File: src/rtl/spi_irq_pkg.sv
package spi_irq_pkg;
  localparam logic [7:0] OFF_GIE = 8'h1C;
  localparam logic [7:0] OFF_ISR = 8'h20;
  localparam logic [7:0] OFF_IER = 8'h28;

  localparam int unsigned BIT_TX_EMPTY  = 2;
  localparam int unsigned BIT_TX_UDR    = 3;
  localparam int unsigned BIT_RX_FULL   = 4;
  localparam int unsigned BIT_RX_OVR    = 5;
  localparam int unsigned BIT_TX_HALF   = 6;
  localparam int unsigned BIT_RX_NEMPTY = 8;

  typedef enum logic [1:0] {
    SEL_NONE,
    SEL_GIE,
    SEL_ISR,
    SEL_IER
  } reg_sel_e;
endpackage

File: src/rtl/spi_irq_regdec.sv
module spi_irq_regdec
  import spi_irq_pkg::*;
#(
  parameter int unsigned ADDR_W = 8
) (
  input  logic [ADDR_W-1:0] addr_i,
  input  logic              we_i,
  output reg_sel_e          sel_o,
  output logic              wr_gie_o,
  output logic              wr_isr_o,
  output logic              wr_ier_o
);
  localparam int unsigned WORD_W = ADDR_W - 2;

  logic [WORD_W-1:0] word;
  assign word = addr_i[ADDR_W-1:2];

  always_comb begin
    sel_o = SEL_NONE;
    if (word == WORD_W'(OFF_GIE >> 2)) sel_o = SEL_GIE;
    else if (word == WORD_W'(OFF_ISR >> 2)) sel_o = SEL_ISR;
    else if (word == WORD_W'(OFF_IER >> 2)) sel_o = SEL_IER;
  end

  assign wr_gie_o = we_i && (sel_o == SEL_GIE);
  assign wr_isr_o = we_i && (sel_o == SEL_ISR);
  assign wr_ier_o = we_i && (sel_o == SEL_IER);

  always_comb begin
    a_one_strobe_r10: assert ($countones({wr_gie_o, wr_isr_o, wr_ier_o}) <= 1);
  end
endmodule

File: src/rtl/spi_irq_status.sv
module spi_irq_status #(
  parameter int unsigned DATA_W = 32
) (
  input  logic              clk_i,
  input  logic              rst_ni,
  input  logic              soft_clr_i,
  input  logic              tgl_en_i,
  input  logic [DATA_W-1:0] tgl_i,
  input  logic [DATA_W-1:0] hw_set_i,
  output logic [DATA_W-1:0] st_o
);
  logic [DATA_W-1:0] st_q, st_d;

  // hardware set is OR-ed after the toggle so it wins on a collision
  always_comb begin
    st_d = st_q;
    if (tgl_en_i) st_d = st_d ^ tgl_i;
    st_d = st_d | hw_set_i;
    if (soft_clr_i) st_d = '0;
  end

  always_ff @(posedge clk_i or negedge rst_ni) begin
    if (!rst_ni) st_q <= '0;
    else         st_q <= st_d;
  end

  assign st_o = st_q;

  p_hw_set_sticks_r7: assert property (@(posedge clk_i) disable iff (!rst_ni)
    (!soft_clr_i && (hw_set_i != '0)) |=> ((st_o & $past(hw_set_i)) == $past(hw_set_i)));

  p_toggle_xor_r4: assert property (@(posedge clk_i) disable iff (!rst_ni)
    (!soft_clr_i && tgl_en_i && (hw_set_i == '0)) |=> (st_o == ($past(st_o) ^ $past(tgl_i))));

  p_soft_clear_r9: assert property (@(posedge clk_i) disable iff (!rst_ni)
    soft_clr_i |=> (st_o == '0));

  p_hold_idle_r4: assert property (@(posedge clk_i) disable iff (!rst_ni)
    (!soft_clr_i && !tgl_en_i && (hw_set_i == '0)) |=> $stable(st_o));
endmodule

File: src/rtl/spi_irq_gate.sv
module spi_irq_gate #(
  parameter int unsigned DATA_W = 32
) (
  input  logic              clk_i,
  input  logic              rst_ni,
  input  logic              soft_clr_i,
  input  logic              wr_gie_i,
  input  logic              wr_ier_i,
  input  logic [DATA_W-1:0] wdata_i,
  input  logic [DATA_W-1:0] st_i,
  output logic              gie_o,
  output logic [DATA_W-1:0] ier_o,
  output logic              irq_o
);
  localparam int unsigned GIE_BIT = DATA_W - 1;

  logic              gie_q;
  logic [DATA_W-1:0] ier_q;
  logic              irq_q;

  always_ff @(posedge clk_i or negedge rst_ni) begin
    if (!rst_ni) begin
      gie_q <= 1'b0;
      ier_q <= '0;
      irq_q <= 1'b0;
    end else begin
      irq_q <= gie_q && ((st_i & ier_q) != '0);
      if (soft_clr_i) begin
        gie_q <= 1'b0;
        ier_q <= '0;
      end else begin
        if (wr_gie_i) gie_q <= wdata_i[GIE_BIT];
        if (wr_ier_i) ier_q <= wdata_i;
      end
    end
  end

  assign gie_o = gie_q;
  assign ier_o = ier_q;
  assign irq_o = irq_q;

  p_irq_needs_gie_r8: assert property (@(posedge clk_i) disable iff (!rst_ni)
    irq_o |-> $past(gie_o));

  p_irq_needs_src_r8: assert property (@(posedge clk_i) disable iff (!rst_ni)
    irq_o |-> ($past(st_i & ier_o) != '0));

  p_ier_write_r3: assert property (@(posedge clk_i) disable iff (!rst_ni)
    (wr_ier_i && !soft_clr_i) |=> (ier_o == $past(wdata_i)));

  p_soft_clear_gate_r9: assert property (@(posedge clk_i) disable iff (!rst_ni)
    soft_clr_i |=> (!gie_o && (ier_o == '0)));
endmodule

File: src/rtl/spi_irq_ctrl.sv
module spi_irq_ctrl
  import spi_irq_pkg::*;
#(
  parameter int unsigned ADDR_W = 8,
  parameter int unsigned DATA_W = 32
) (
  input  logic              clk_i,
  input  logic              rst_ni,
  input  logic              soft_clr_i,
  input  logic              we_i,
  input  logic [ADDR_W-1:0] addr_i,
  input  logic [DATA_W-1:0] wdata_i,
  output logic [DATA_W-1:0] rdata_o,
  input  logic              rx_ovr_i,
  input  logic              tx_half_i,
  input  logic              tx_udr_i,
  input  logic              tx_empty_i,
  input  logic              rx_nempty_i,
  input  logic              rx_full_i,
  output logic              irq_o
);
  localparam int unsigned GIE_BIT = DATA_W - 1;

  reg_sel_e          sel;
  logic              wr_gie, wr_isr, wr_ier;
  logic [DATA_W-1:0] hw_set, st, ier;
  logic              gie;

  spi_irq_regdec #(.ADDR_W(ADDR_W)) u_dec (
    .addr_i  (addr_i),
    .we_i    (we_i),
    .sel_o   (sel),
    .wr_gie_o(wr_gie),
    .wr_isr_o(wr_isr),
    .wr_ier_o(wr_ier)
  );

  always_comb begin
    hw_set = '0;
    hw_set[BIT_RX_OVR]    = rx_ovr_i;
    hw_set[BIT_TX_HALF]   = tx_half_i;
    hw_set[BIT_TX_UDR]    = tx_udr_i;
    hw_set[BIT_TX_EMPTY]  = tx_empty_i;
    hw_set[BIT_RX_NEMPTY] = rx_nempty_i;
    hw_set[BIT_RX_FULL]   = rx_full_i;
  end

  spi_irq_status #(.DATA_W(DATA_W)) u_status (
    .clk_i     (clk_i),
    .rst_ni    (rst_ni),
    .soft_clr_i(soft_clr_i),
    .tgl_en_i  (wr_isr),
    .tgl_i     (wdata_i),
    .hw_set_i  (hw_set),
    .st_o      (st)
  );

  spi_irq_gate #(.DATA_W(DATA_W)) u_gate (
    .clk_i     (clk_i),
    .rst_ni    (rst_ni),
    .soft_clr_i(soft_clr_i),
    .wr_gie_i  (wr_gie),
    .wr_ier_i  (wr_ier),
    .wdata_i   (wdata_i),
    .st_i      (st),
    .gie_o     (gie),
    .ier_o     (ier),
    .irq_o     (irq_o)
  );

  always_comb begin
    rdata_o = '0;
    unique case (sel)
      SEL_GIE:  rdata_o[GIE_BIT] = gie;
      SEL_ISR:  rdata_o = st;
      SEL_IER:  rdata_o = ier;
      default:  rdata_o = '0;
    endcase
  end

  p_level_reassert_r6: assert property (@(posedge clk_i) disable iff (!rst_ni)
    (rx_nempty_i && !soft_clr_i) |=> st[BIT_RX_NEMPTY]);

  p_event_sets_r5: assert property (@(posedge clk_i) disable iff (!rst_ni)
    (rx_ovr_i && !soft_clr_i) |=> st[BIT_RX_OVR]);
endmodule

File: config.mk
export PLATFORM = sky130hd
export DESIGN_NAME = spi_irq_ctrl
export DESIGN_NICKNAME = d
export VERILOG_FILES = /design/src/rtl/spi_irq_pkg.sv /design/src/rtl/spi_irq_regdec.sv /design/src/rtl/spi_irq_status.sv /design/src/rtl/spi_irq_gate.sv /design/src/rtl/spi_irq_ctrl.sv
export SDC_FILE = /design/constraint.sdc
export NUM_CORES = 1
export LEC_CHECK = 0
export ABC_AREA = 1
export BUFFER_PORTS_ARGS = -buffer_cell sky130_fd_sc_hd__buf_2
export CAP_MARGIN = 0
export CORE_MARGIN = 2
export CORE_UTILIZATION = 30
export CTS_CLUSTER_DIAMETER = 60
export DETAILED_ROUTE_END_ITERATION = 10
export GPL_TIMING_DRIVEN = 0
export PLACE_DENSITY = 0.51
export SETUP_SLACK_MARGIN = 0.5
export SYNTH_ARGS = -nofsm -noshare
export SYNTH_HDL_FRONTEND = slang
export SYNTH_SLANG_ARGS = --single-unit
File: constraint.sdc
create_clock -name clk_i -period 1.7 [get_ports clk_i]
set_clock_uncertainty 0.1 [all_clocks]
set_input_delay 0.085 -clock clk_i [delete_from_list [all_inputs] [get_ports clk_i]]
set_output_delay 0.085 -clock clk_i [all_outputs]
set_load 0.05 [all_outputs]
==> flow_summary.ini <==
[clock_tree]
cts.path.max_buffers = 2
cts_tree = yes
cts.clk_slew.worst_paths_ps = 60
htreeDepth = 3
cts_made_buffers = 9
cts_sinks = 66
clk_latency_ps = 340
cts_root_buffer = clkbuf_16

[placed_design]
hpwl_um = 7960
place_ws_ps = -67.0
gp_congestion = 0.747
io_buffers = 79

[global_routing]
grt_antenna_before_repair = 0
grt_pass1_vias = 3951
grt_overflow = 0
track_usage_pct = 20.0
grt_pass1_wl_um = 20300
grt_max_degree = 67

[finish]
regArea_um2 = 1650
antenna_cells = 0
final_common_cell = nand2_1
nets = 703
fillers = 1106
mostFrequentLayoutCells = 129 x nand2_1, 99 x nand3_1, 66 x dfrtp_1
final_util_pct = 52.2
drive_above_1_share_pct = 33.6
area_delta_synth_final_pct = 71.3
multiInputGateArea_um2 = 2140

[yosys]
synthDistinctLibCells = 22
yosys_warnings = 0
synth_top_area_share_pct = 45.3
ys_seq_area_share_pct = 45.3
syn_area_um2 = 3650
synth-seq-cells = 66
synthCells = 488
yosys.area.top_type = dfrtp_1
synth_nets = 538
syn_avg_cell_area_um2 = 7.47
synth_area_leaders = dfrtp_1 45%, nand2_1 15%, nand3_1 14%, a22o_1 6.0%, nor2_1 3.8%

[die]
start_util_pct = 30.5
pin_count = 83
die_y_um = 114
core-area_um2 = 12000
fp-row-count = 40
die_w_um = 114
die_area_um2 = 13100

[critical_path]
critPathTopFamily = buffers and inverters
start_kind = primary input
cp-end-kind = output port
worstPathRequired_ps = 1510
cp_slowest_cell = nor2_4
arrival_ps = 1210
worst-path-buf-inv = 5
crit_fanout = 6
crit_top_cell = buf_6
critPathMaxStageDelay_ps = 190
path_cells = buf_6 -> nor2_4 -> nand3_4 -> nor2_4 -> buf_12 -> buf_6 -> buf_6 -> a22o_4 -> buf_8
worst-setup-path-type = in -> out

[timing]
period_share_pct = 81.9
setup_violations = 0
setup_ws_ps = 307
fin_crit_ps = 1390
final_hold_viol_count = 0
max_freq_mhz = 718
rsz0062_at_grt = true
finalSetupTns_ps = 0
worst_pin_slew_ps = 627
max_slew_margin_pct = 58.2
slew_violations = 0

[worst_hold_path]
min_path_type = in -> reg

[status]
status = complete, no violations

[power_and_ir_drop]
powerDensity_nw_per_um2 = 653
vdd_drop_max_v = 0.000432
p_leak_nw = 3.29
total_power_mw = 4.08

[drt]
dr.first_iter.drc_count = 217
num_vias = 3975
drc = 0
ant_nets = 0
wl_um = 12900
viasPerCell = 4.94
firstDrtPassIters = 4
wl_per_cell_um = 16.0

[job]
max_cap_viol_count = 0
## cells in the mapped netlist
| library cell | n |
|---|---|
| nand2_2 | 1 |
| nand3_2 | 2 |
| nor2_1 | 37 |
| buf_2 | 11 |
| buf_4 | 3 |
| nor3_1 | 1 |
| a21oi_1 | 27 |
| o21ai_0 | 9 |
| buf_6 | 2 |
| dfrtp_1 | 66 |
| inv_2 | 1 |
| nor2_4 | 3 |
| inv_1 | 31 |
| nor2_2 | 2 |
| clkinv_1 | 2 |
| a22o_1 | 25 |
| clkbuf_1 | 7 |
| nand2_1 | 145 |
| nand3_1 | 101 |
| buf_1 | 4 |
| nor3_4 | 1 |
| nand4_1 | 7 |
## registers in the layout, indices dropped and copies added (netlist names)
name / flops
u_gate.ier_o: 32
u_gate.irq_o: 1
u_status.st_o: 32
u_gate.gie_o: 1
## per-stage QoR
step | hold slack, ps | cells | area [um^2]
2_1_floorplan | -311 | 488 | 3950
3_3_place_gp | 244 | 714 | 4520
3_5_place_dp | 25.1 | 715 | 4550
4_1_cts | 5.23 | 792 | 5920
5_1_grt | 36.2 | 805 | 6240
6_report | 3.12 | 805 | 6240
## power by group
group          internal [mW]  switching, mW
registers               1.59         0.0151
clock network           1.32          0.750
logic                  0.173          0.229
total                   3.08          0.993
## repair_timing
action                                  4_1_cts  5_1_grt
hold endpoints to repair                    128        0
cloned                                        2        4
hold buffers                                 37        0
buffers inserted                             22        9
gates resized for setup                     126       50
endpoints found under the setup margin       93       88
pin swaps                                    13       23
## worst paths after layout
kind | start | endpoint | slack, ps | depth (start not counted)
worst max-delay path | addr_i[7] | rdata_o[9] | 310 | 9
worst min-delay path | wdata_i[5] | u_gate.ier_o[5]$_DFFE_PN0P_ | 3 | 5
worst max register to register | u_status.st_o[29]$_DFFE_PN0P_ | u_gate.irq_o$_DFF_PN0_ | 460 | 7
worst min register to register | u_gate.gie_o$_DFFE_PN0P_ | u_gate.irq_o$_DFF_PN0_ | 440 | 2
max in group asynchronous | rst_ni | u_gate.ier_o[11]$_DFFE_PN0P_ | 1010 | 3
min in group asynchronous | rst_ni | u_status.st_o[27]$_DFFE_PN0P_ | 190 | 3
## metal layers
metal	GRT usage, %	share of wire, %	vias up
li1	-	-	1968
met1	25.8	44	1909
met2	34.4	51	94
met3	4.18	4.6	4
met4	4.88	0.59	0
met5	0	0	-
## tightest hold or removal path, cell delays in order
cell	delay [ps]
buf_2	90
nand2_1	40
inv_1	60
nand3_1	80
nand2_1	50
## cell families after synthesis
family / count (synthesis) / share of synthesized area [%]
buffers and inverters: 61 / 7.38
AO/OA/AOI/OAI: 61 / 10.9
flip-flops: 66 / 45.3
AND/OR/NAND/NOR: 300 / 36.4
## area by class of cell
class / instances / area share (%)
inverters: 34 / 2.12
clock buffers: 10 / 3.83
clock inverters: 6 / 1.44
repair buffers: 154 / 24.6
well taps: 147 / 2.95
multi-input cells: 361 / 34.3
plain buffers: 27 / 4.25
flip-flops and latches: 66 / 26.4
Note: power is estimated with default switching activity, not from simulation.
